===== config.mk =====
export PLATFORM = sky130hd
export DESIGN_NAME = minute_base
export DESIGN_NICKNAME = d
export VERILOG_FILES = /design/src/rtl/minute_base_pkg.sv /design/src/rtl/tick_edge_sync.sv /design/src/rtl/tap_decode.sv /design/src/rtl/clear_counter.sv /design/src/rtl/minute_base.sv
export SDC_FILE = /design/constraint.sdc
export NUM_CORES = 1
export LEC_CHECK = 0
export ABC_CLOCK_PERIOD_IN_PS = 1500
export BUFFER_PORTS_ARGS = -buffer_cell sky130_fd_sc_hd__buf_2
export CORE_UTILIZATION = 49
export CTS_CLUSTER_DIAMETER = 60
export CTS_CLUSTER_SIZE = 25
export DETAILED_ROUTE_END_ITERATION = 8
export PLACE_DENSITY = 0.85
export SLEW_MARGIN = 0
export SYNTH_ARGS = -nofsm -noshare
export SYNTH_HDL_FRONTEND = slang
export SYNTH_SLANG_ARGS = --single-unit

===== constraint.sdc =====
create_clock -name clk -period 1.5 [get_ports clk]
set_input_delay 0.15 -clock clk [delete_from_list [all_inputs] [get_ports clk]]
set_output_delay 0.15 -clock clk [all_outputs]
set_load 0.005 [all_outputs]

===== src/rtl/minute_base_pkg.sv =====
package minute_base_pkg;
  localparam int unsigned CNT_W = 12;
  // bits 11,10,9,4 -> 2048+1024+512+16 = 3600
  localparam logic [CNT_W-1:0] TAP_MASK = 12'hE10;
  localparam int unsigned SYNC_STAGES = 2;

  function automatic int unsigned tap_value(input logic [CNT_W-1:0] mask);
    return int'(mask);
  endfunction
endpackage


===== src/rtl/tick_edge_sync.sv =====
module tick_edge_sync #(
  parameter int unsigned STAGES = 2
) (
  input  logic clk,
  input  logic rst,
  input  logic tick_i,
  output logic fall_o
);
  localparam int unsigned LAST = STAGES - 1;

  logic [STAGES-1:0] chain_q;
  logic              prev_q;

  genvar g;
  generate
    for (g = 0; g < STAGES; g++) begin : g_stage
      if (g == 0) begin : g_first
        always_ff @(posedge clk) begin
          if (rst) chain_q[0] <= 1'b0;
          else     chain_q[0] <= tick_i;
        end
      end else begin : g_next
        always_ff @(posedge clk) begin
          if (rst) chain_q[g] <= 1'b0;
          else     chain_q[g] <= chain_q[g-1];
        end
      end
    end
  endgenerate

  always_ff @(posedge clk) begin
    if (rst) prev_q <= 1'b0;
    else     prev_q <= chain_q[LAST];
  end

  assign fall_o = prev_q & ~chain_q[LAST];
endmodule


===== src/rtl/tap_decode.sv =====
module tap_decode #(
  parameter int unsigned W = 12,
  parameter logic [W-1:0] MASK = '1
) (
  input  logic [W-1:0] value_i,
  output logic         hit_o
);
  assign hit_o = &(value_i | ~MASK);
endmodule


===== src/rtl/clear_counter.sv =====
module clear_counter #(
  parameter int unsigned W = 12
) (
  input  logic         clk,
  input  logic         rst,
  input  logic         step_i,
  input  logic         clear_i,
  output logic [W-1:0] value_o
);
  logic [W-1:0] cnt_q;

  always_ff @(posedge clk) begin
    if (rst)          cnt_q <= '0;
    else if (clear_i) cnt_q <= '0;
    else if (step_i)  cnt_q <= cnt_q + 1'b1;
  end

  assign value_o = cnt_q;
endmodule


===== src/rtl/minute_base.sv =====
module minute_base
  import minute_base_pkg::*;
(
  input  logic             clk,
  input  logic             rst,
  input  logic             tick_i,
  output logic [CNT_W-1:0] count_o,
  output logic             pulse_o
);
  logic fall;
  logic hit;
  logic pulse_q;

  tick_edge_sync #(.STAGES(SYNC_STAGES)) u_sync (
    .clk    (clk),
    .rst    (rst),
    .tick_i (tick_i),
    .fall_o (fall)
  );

  clear_counter #(.W(CNT_W)) u_cnt (
    .clk     (clk),
    .rst     (rst),
    .step_i  (fall),
    .clear_i (hit),
    .value_o (count_o)
  );

  tap_decode #(.W(CNT_W), .MASK(TAP_MASK)) u_dec (
    .value_i (count_o),
    .hit_o   (hit)
  );

  always_ff @(posedge clk) begin
    if (rst) pulse_q <= 1'b0;
    else     pulse_q <= hit;
  end

  assign pulse_o = pulse_q;
endmodule


==> impl_metrics.py, run 1 <==
metrics = {
    "global_route": {
        "antenna_found_initial": 0,
        "grt_pass1_vias": 435,
        "grt_max_degree": 11,
        "grt_pass1_wl_um": 1890,
        "overflow": 0,
        "track_usage_pct": 18.6,
    },
    "sta": {
        "setup_viol": 0,
        "timing.fmax_mhz": 717,
        "fin_skew_ns": 0.00155,
        "timing.final.crit_period_ns": 1.40,
        "tightest_slew_ns": 0.391,
        "slew_viol_final": 0,
        "layout_setup_ws_ns": 0.105,
        "finalCritPeriodShare_pct": 93.0,
        "slew_headroom_pct": 73.6,
        "hold_viol": 0,
    },
    "synth": {
        "synth.avg_cell_area_um2": 9.65,
        "yosys_register_bits": 16,
        "async_flop_share_pct": 0,
        "seq_area_frac_synth_pct": 47.4,
        "syn-num-nets": 74,
        "synth_warnings": 0,
        "synth_edf_count": 0,
        "ys.flop_type": "dfxtp_1",
        "syn-instance-count": 70,
        "yosysUniqueCellTypes": 27,
        "synth_area_um2": 676,
    },
    "critical_path": {
        "arrival_ns": 1.61,
        "critPathKind": "register to register",
        "endpoint_kind": "register",
        "r2r_cells": 4,
        "start_kind": "register",
        "worstPathMaxFanout": 8,
        "worst_ep_required_time_ns": 1.71,
    },
    "route": {
        "wl_met3_um": 67,
        "viasPerCell": 5.75,
        "drt_iter0_drc": 13,
        "wl_per_cell_um": 12.1,
        "via_count": 586,
        "wl_met1_um": 598,
        "highest_layer": "met4",
        "drt-pass1-iter-count": 4,
        "drc_errors": 0,
        "wirelength_um": 1230,
        "ant_nets": 0,
        "met2WireLength_um": 551,
    },
    "final_layout": {
        "nFillCells": 110,
        "regArea_um2": 323,
        "syn2layout_area_growth_pct": 17.6,
        "n_antenna_cell": 0,
        "drive_above_1_share_pct": 29.9,
        "post-route-util_pct": 61.8,
        "nets": 93,
        "multi_input_comb_area_um2": 344,
    },
    "clock_tree": {
        "cts_buffers": 3,
        "cts_setup_buffers": 0,
        "holdBufCountCts": 0,
        "cts_buffer_depth": 2,
        "clock_sinks": 16,
        "clock_latency_ns": 0.28,
        "clkTransAtPathRegs_ns": 0.09,
        "htree_levels": 1,
        "cts_root_buffer": "clkbuf_4",
        "tritoncts": "yes",
    },
    "placed_design": {
        "post-place-ws_ns": 0.0757,
        "portBuffers": 15,
        "gp_congestion": 0.706,
        "dpl.hpwl_um": 841,
    },
    "pwr": {
        "pwr-share-clk_pct": 32.7,
        "p_total_mw": 0.674,
        "p_switching_mw": 0.142,
        "p_leak_nw": 0.337,
        "vdd_drop_max_uv": 480,
        "pwr_density_cell_nw_per_um2": 849,
        "intPower_mw": 0.532,
        "p_comb_share_pct": 3.1,
        "swShare_pct": 21.1,
        "seq_power_share_pct": 64.1,
    },
    "run_status": {
        "outcome": "complete, no violations",
    },
    "min_path": {
        "hp-class": "input port to register",
        "hold_depth": 2,
    },
    "run": {
        "max_cap_viol_count": 0,
    },
    "floorplan": {
        "pin_count": 16,
        "dieWidth_um": 39.1,
        "core_um2": 1280,
        "rows": 13,
        "initial_core_util_pct": 52.6,
        "die_h_um": 39.1,
        "fp.dieArea_um2": 1530,
    },
}
==> per-stage QoR <==
stage	cell area (um2)	instances	TNS (ns)	hold slack (ns)
after floorplan	676	70	0	0.222
after global placement	758	99	0	0.365
after detailed placement	758	99	0	0.374
after CTS	781	102	0	0.0754
after global routing	795	102	-0.00330	0.0652
final	795	102	0	0.0923
==> area by class of cell <==
class	count	share of cell area, %
tap	15	2.36
inverter	3	1.42
multi-input combinational	50	43.3
clock buffer	3	2.83
timing repair buffer	15	9.45
sequential	16	40.6
==> worst max-delay path, cell delays in order (launching register included) <==
cell      delay [ns]
dfxtp_2         0.37
ha_2            0.21
nand3b_4        0.12
or4_1           0.48
a21oi_1         0.15
==> cell families (layout without fill, tap and decap cells) <==
logic type | after synthesis | count (layout) | synth area share (%)
AOI/OAI and AO/OA | 14 | 14 | 12.6
xor gates and xnor gates | 2 | 2 | 2.59
adders and majority gates | 1 | 1 | 1.85
buffers and inverters | 4 | 21 | 3.33
DFF | 16 | 16 | 47.4
muxes | 3 | 3 | 4.44
and+or+nand+nor | 30 | 30 | 27.8
==> what timing repair did <==
action,4_1_cts,5_1_grt
setup endpoints to repair,0,2
gates resized for setup,0,4
hold endpoints to repair,0,0
==> per-layer routing <==
metal  vias to the layer above  track usage, %
met2                        17            25.8
li1                        297               -
met5                         -               0
met1                       270            25.2
met3                         2            5.20
met4                         0            10.3
==> sequential cells by signal, summed over array words and instances, names as in the netlist <==
name            cells
pulse_o             1
u_sync.prev_q       1
u_sync.chain_q      2
u_cnt.value_o      12
==> cells in the final DEF, fill, tap and decap left out <==
cell type,count
a21oi_1,6
a22o_1,1
a41oi_1,1
and3_1,1
buf_2,15
clkbuf_4,3
dfxtp_1,14
dfxtp_2,2
ha_2,1
inv_1,3
mux2i_1,3
nand2_1,5
nand2b_1,1
nand3_1,1
nand3_4,1
nand3b_4,1
nand4_1,2
nand4b_1,1
nor2_1,4
nor2b_1,4
nor3_1,1
nor4_1,1
o21ai_0,3
o31ai_1,3
or2_2,1
or3_1,1
or3_2,2
or4_1,3
xnor2_1,2
==> worst paths after layout <==
path | end | start | slack (ns)
max reg2reg | u_cnt.value_o[8]$_SDFFE_PP0P_ | u_cnt.value_o[0]$_SDFFE_PP0P_ | 0.10
min reg2reg | u_sync.chain_q[1]$_SDFF_PP0_ | u_sync.chain_q[0]$_SDFF_PP0_ | 0.46
max | u_cnt.value_o[8]$_SDFFE_PP0P_ | u_cnt.value_o[0]$_SDFFE_PP0P_ | 0.10
min | u_sync.chain_q[0]$_SDFF_PP0_ | tick_i | 0.09
==> power by group through the flow <==
stage                     clock network, mW  registers [mW]  logic, mW
after floorplan                           0           0.441     0.0159
after global placement                    0           0.441     0.0205
after detailed placement                  0           0.442     0.0207
after CTS                             0.229           0.432     0.0208
after global routing                  0.246           0.433     0.0231
final                                 0.221           0.432     0.0212
==> cell usage after synthesis (2+ instances only) <==
cell      n  area, um2
dfxtp_1  16        320
a21oi_1   6       30.0
nand2_1   5       18.8
nor2_1    4       15.0
nor2b_1   4       25.0
inv_1     3       11.3
mux2i_1   3       30.0
o21ai_0   3       15.0
o31ai_1   3       22.5
or4_1     3       22.5
nand4_1   2       12.5
or3_2     2       15.0
xnor2_1   2       17.5
(Power assumes the default switching activity.)
==> run 2, diff against run 1 <==
--- a/config.mk
+++ b/config.mk
@@ -7,12 +7,13 @@
 export LEC_CHECK = 0
 export ABC_CLOCK_PERIOD_IN_PS = 1500
 export BUFFER_PORTS_ARGS = -buffer_cell sky130_fd_sc_hd__buf_2
-export CORE_UTILIZATION = 49
+export CORE_UTILIZATION = 50
 export CTS_CLUSTER_DIAMETER = 60
 export CTS_CLUSTER_SIZE = 25
 export DETAILED_ROUTE_END_ITERATION = 8
-export PLACE_DENSITY = 0.85
+export PLACE_DENSITY = 0.86
 export SLEW_MARGIN = 0
 export SYNTH_ARGS = -nofsm -noshare
 export SYNTH_HDL_FRONTEND = slang
+export SYNTH_HIERARCHICAL = 1
 export SYNTH_SLANG_ARGS = --single-unit
==> run 2 against run 1 <==
Net effect: design area is 11% higher; highest routed layer unchanged; clock power hardly changed; via count is 7.8% higher.
==> impl_metrics.py, run 2 <==
metrics = {
    "run_status": {
        "outcome": "complete, no violations",
    },
    "global_route": {
        "use_met2_pct": 34.6,
        "busiest_layer": "met2",
        "use_met1_pct": 26.1,
        "grtUsageMet3_pct": 7.51,
        "grt_pass1_vias": 491,
        "overflow": 0,
        "antenna_found_initial": 0,
        "track_usage_pct": 22.1,
        "grt_pass1_wl_um": 2180,
        "grt_max_degree": 9,
    },
    "pwr": {
        "p_switching_mw": 0.145,
        "intPower_mw": 0.534,
        "vdd_drop_max_uv": 552,
        "seq_power_share_pct": 63.4,
        "pwr-share-clk_pct": 32.6,
        "swShare_pct": 21.3,
        "pwr_density_cell_nw_per_um2": 768,
        "p_comb_share_pct": 4.0,
        "p_leak_nw": 0.380,
    },
    "critical_path": {
        "cp_num_buf_inv": 0,
        "critPathKind": "register to register",
        "start_kind": "register",
        "worstPathMaxFanout": 6,
        "critical_path.top_delay_family": "simple AND/OR/NAND/NOR gates",
        "arrival_ns": 1.65,
        "crit_chain": "and2b_4 > nand4_4 > or4_1 > a21oi_1",
        "slowest_stage": "or4_1",
        "worst_ep_required_time_ns": 1.71,
        "max_stage_delay_ns": 0.44,
        "endpoint_kind": "register",
    },
    "final_layout": {
        "n_antenna_cell": 0,
        "final_cells": 112,
        "drive_above_1_share_pct": 35.1,
        "nets": 103,
        "largest_reg_flops": 12,
        "final_cell_mix": "15 x buf_2, 15 x dfxtp_1, 8 x buf_4, 8 x nand2_1, 5 x a21oi_1",
        "syn2layout_area_growth_pct": 27.4,
    },
    "floorplan": {
        "dieWidth_um": 39.2,
        "pin_count": 16,
        "rows": 13,
        "initial_core_util_pct": 53.3,
        "die_h_um": 39.2,
        "fp.dieArea_um2": 1540,
        "core_um2": 1300,
    },
    "synth": {
        "yosys_register_bits": 16,
        "yosysUniqueCellTypes": 28,
        "ys_top_cells_by_area": "dfxtp_1 46%, mux2i_1 4.3%, nand2_1 4.3%",
        "synth.avg_cell_area_um2": 9.63,
        "seq_area_frac_synth_pct": 46.2,
        "synth_warnings": 6,
        "synth_edf_count": 0,
        "ys_top_cells_by_count": "16 x dfxtp_1, 8 x nand2_1, 5 x a21oi_1",
        "synth_top_cell_area_share_pct": 46.2,
        "synth_top_area_cell": "dfxtp_1",
        "async_flop_share_pct": 0,
        "post-synth-top-count-cell": "dfxtp_1",
        "syn-instance-count": 72,
        "syn-num-nets": 76,
        "synth_area_um2": 693,
        "ys.flop_type": "dfxtp_1",
    },
    "placed_design": {
        "dp_cells": 107,
        "gp_congestion": 0.821,
        "dpl.hpwl_um": 1060,
        "portBuffers": 15,
    },
    "clock_tree": {
        "clock_sinks": 16,
        "tritoncts": "yes",
        "clock_latency_ns": 0.28,
        "cts_buffers": 3,
        "holdBufCountCts": 0,
        "htree_levels": 1,
        "cts_buffer_depth": 2,
        "clkTransAtPathRegs_ns": 0.10,
        "cts_root_buffer": "clkbuf_4",
    },
    "route": {
        "viasPerCell": 5.64,
        "ant_nets": 0,
        "drc_errors": 0,
        "drt_iter0_drc": 17,
        "via_count": 632,
        "drt-pass1-iter-count": 4,
        "wl_per_cell_um": 13.6,
        "wirelength_um": 1520,
    },
    "sta": {
        "rsz0062_at_grt": "false",
        "slew_headroom_pct": 74.5,
        "slew_viol_final": 0,
        "timing.final.crit_period_ns": 1.44,
        "tightest_slew_ns": 0.379,
        "fin_skew_ns": 0.0105,
        "fin_setup_tns_ns": 0,
        "setup_viol": 0,
        "finalCritPeriodShare_pct": 96.1,
        "hold_viol": 0,
        "timing.fmax_mhz": 694,
    },
    "run": {
        "max_cap_viol_count": 0,
    },
    "min_path": {
        "hp-class": "input port to register",
    },
}
==> run 2: changes by cell type after synthesis, sizes merged, moves of 2 or more <==
cell   previous run  this run
o21a              0         2
and4              0         2
nand2             5         8
o21ai             3         1
==> run 2: logic make-up (layout without fill, tap and decap cells) <==
family	Yosys count	after routing	share of synthesized area, %
buf+inv	4	29	2.17
flops	16	16	46.2
compound gates	11	11	9.75
simple gates	34	34	31.9
mux	3	3	4.33
fa+ha+maj	1	1	1.80
xor+xnor	3	3	3.79
==> run 2: what timing repair did <==
item | CTS | global route
buffers inserted | 0 | 2
endpoints found under the setup margin | 0 | 5
gates resized for setup | 0 | 4
hold endpoints to repair | 0 | 0
==> run 2: layout make-up <==
type	count	area [um2]
timing repair buffer	23	135
inverter	3	11.3
tap	15	18.8
multi-input combinational	52	374
sequential	16	322
clock buffer	3	22.5
fill	114	418
==> run 2: path summary, 6_finish.rpt <==
check        slack, ns                             to  cells after the start                          from
max               0.06  u_cnt/value_o[7]$_SDFFE_PP0P_                      4  u_sync/chain_q[1]$_SDFF_PP0_
min               0.09   u_sync/chain_q[0]$_SDFF_PP0_                      2                        tick_i
min reg2reg       0.45   u_sync/chain_q[1]$_SDFF_PP0_                      1  u_sync/chain_q[0]$_SDFF_PP0_
max reg2reg       0.06  u_cnt/value_o[7]$_SDFFE_PP0P_                      4  u_sync/chain_q[1]$_SDFF_PP0_
==> run 2: metrics by stage <==
step                util (%)  hold WS, ns  setup slack, ns  power, mW  cell area, um2
floorplan                  -        0.214           0.0326      0.454             693
CTS                     65.4       0.0869           0.0112      0.681             851
global route            67.9       0.0724          0.00476      0.706             883
finish                  67.9       0.0889           0.0589      0.679             883
detailed placement      63.7        0.378           0.0356      0.466             828
global placement        63.7        0.363            0.116      0.464             828
==> run 2: power by group through the flow <==
stage               Clock (mW)  Sequential (mW)  Combinational [mW]
CTS                      0.226            0.430              0.0256
floorplan                    0            0.441              0.0137
global route             0.245            0.431              0.0297
finish                   0.221            0.430              0.0273
detailed placement           0            0.440              0.0254
global placement             0            0.440              0.0241
==> run 2: per-layer routing <==
layer	part of all wire, %	up-vias	wire, um
li1	-	308	-
met5	0	-	0
met1	42	284	639
met4	0.79	0	12
met2	51	38	781
met3	5.8	2	88
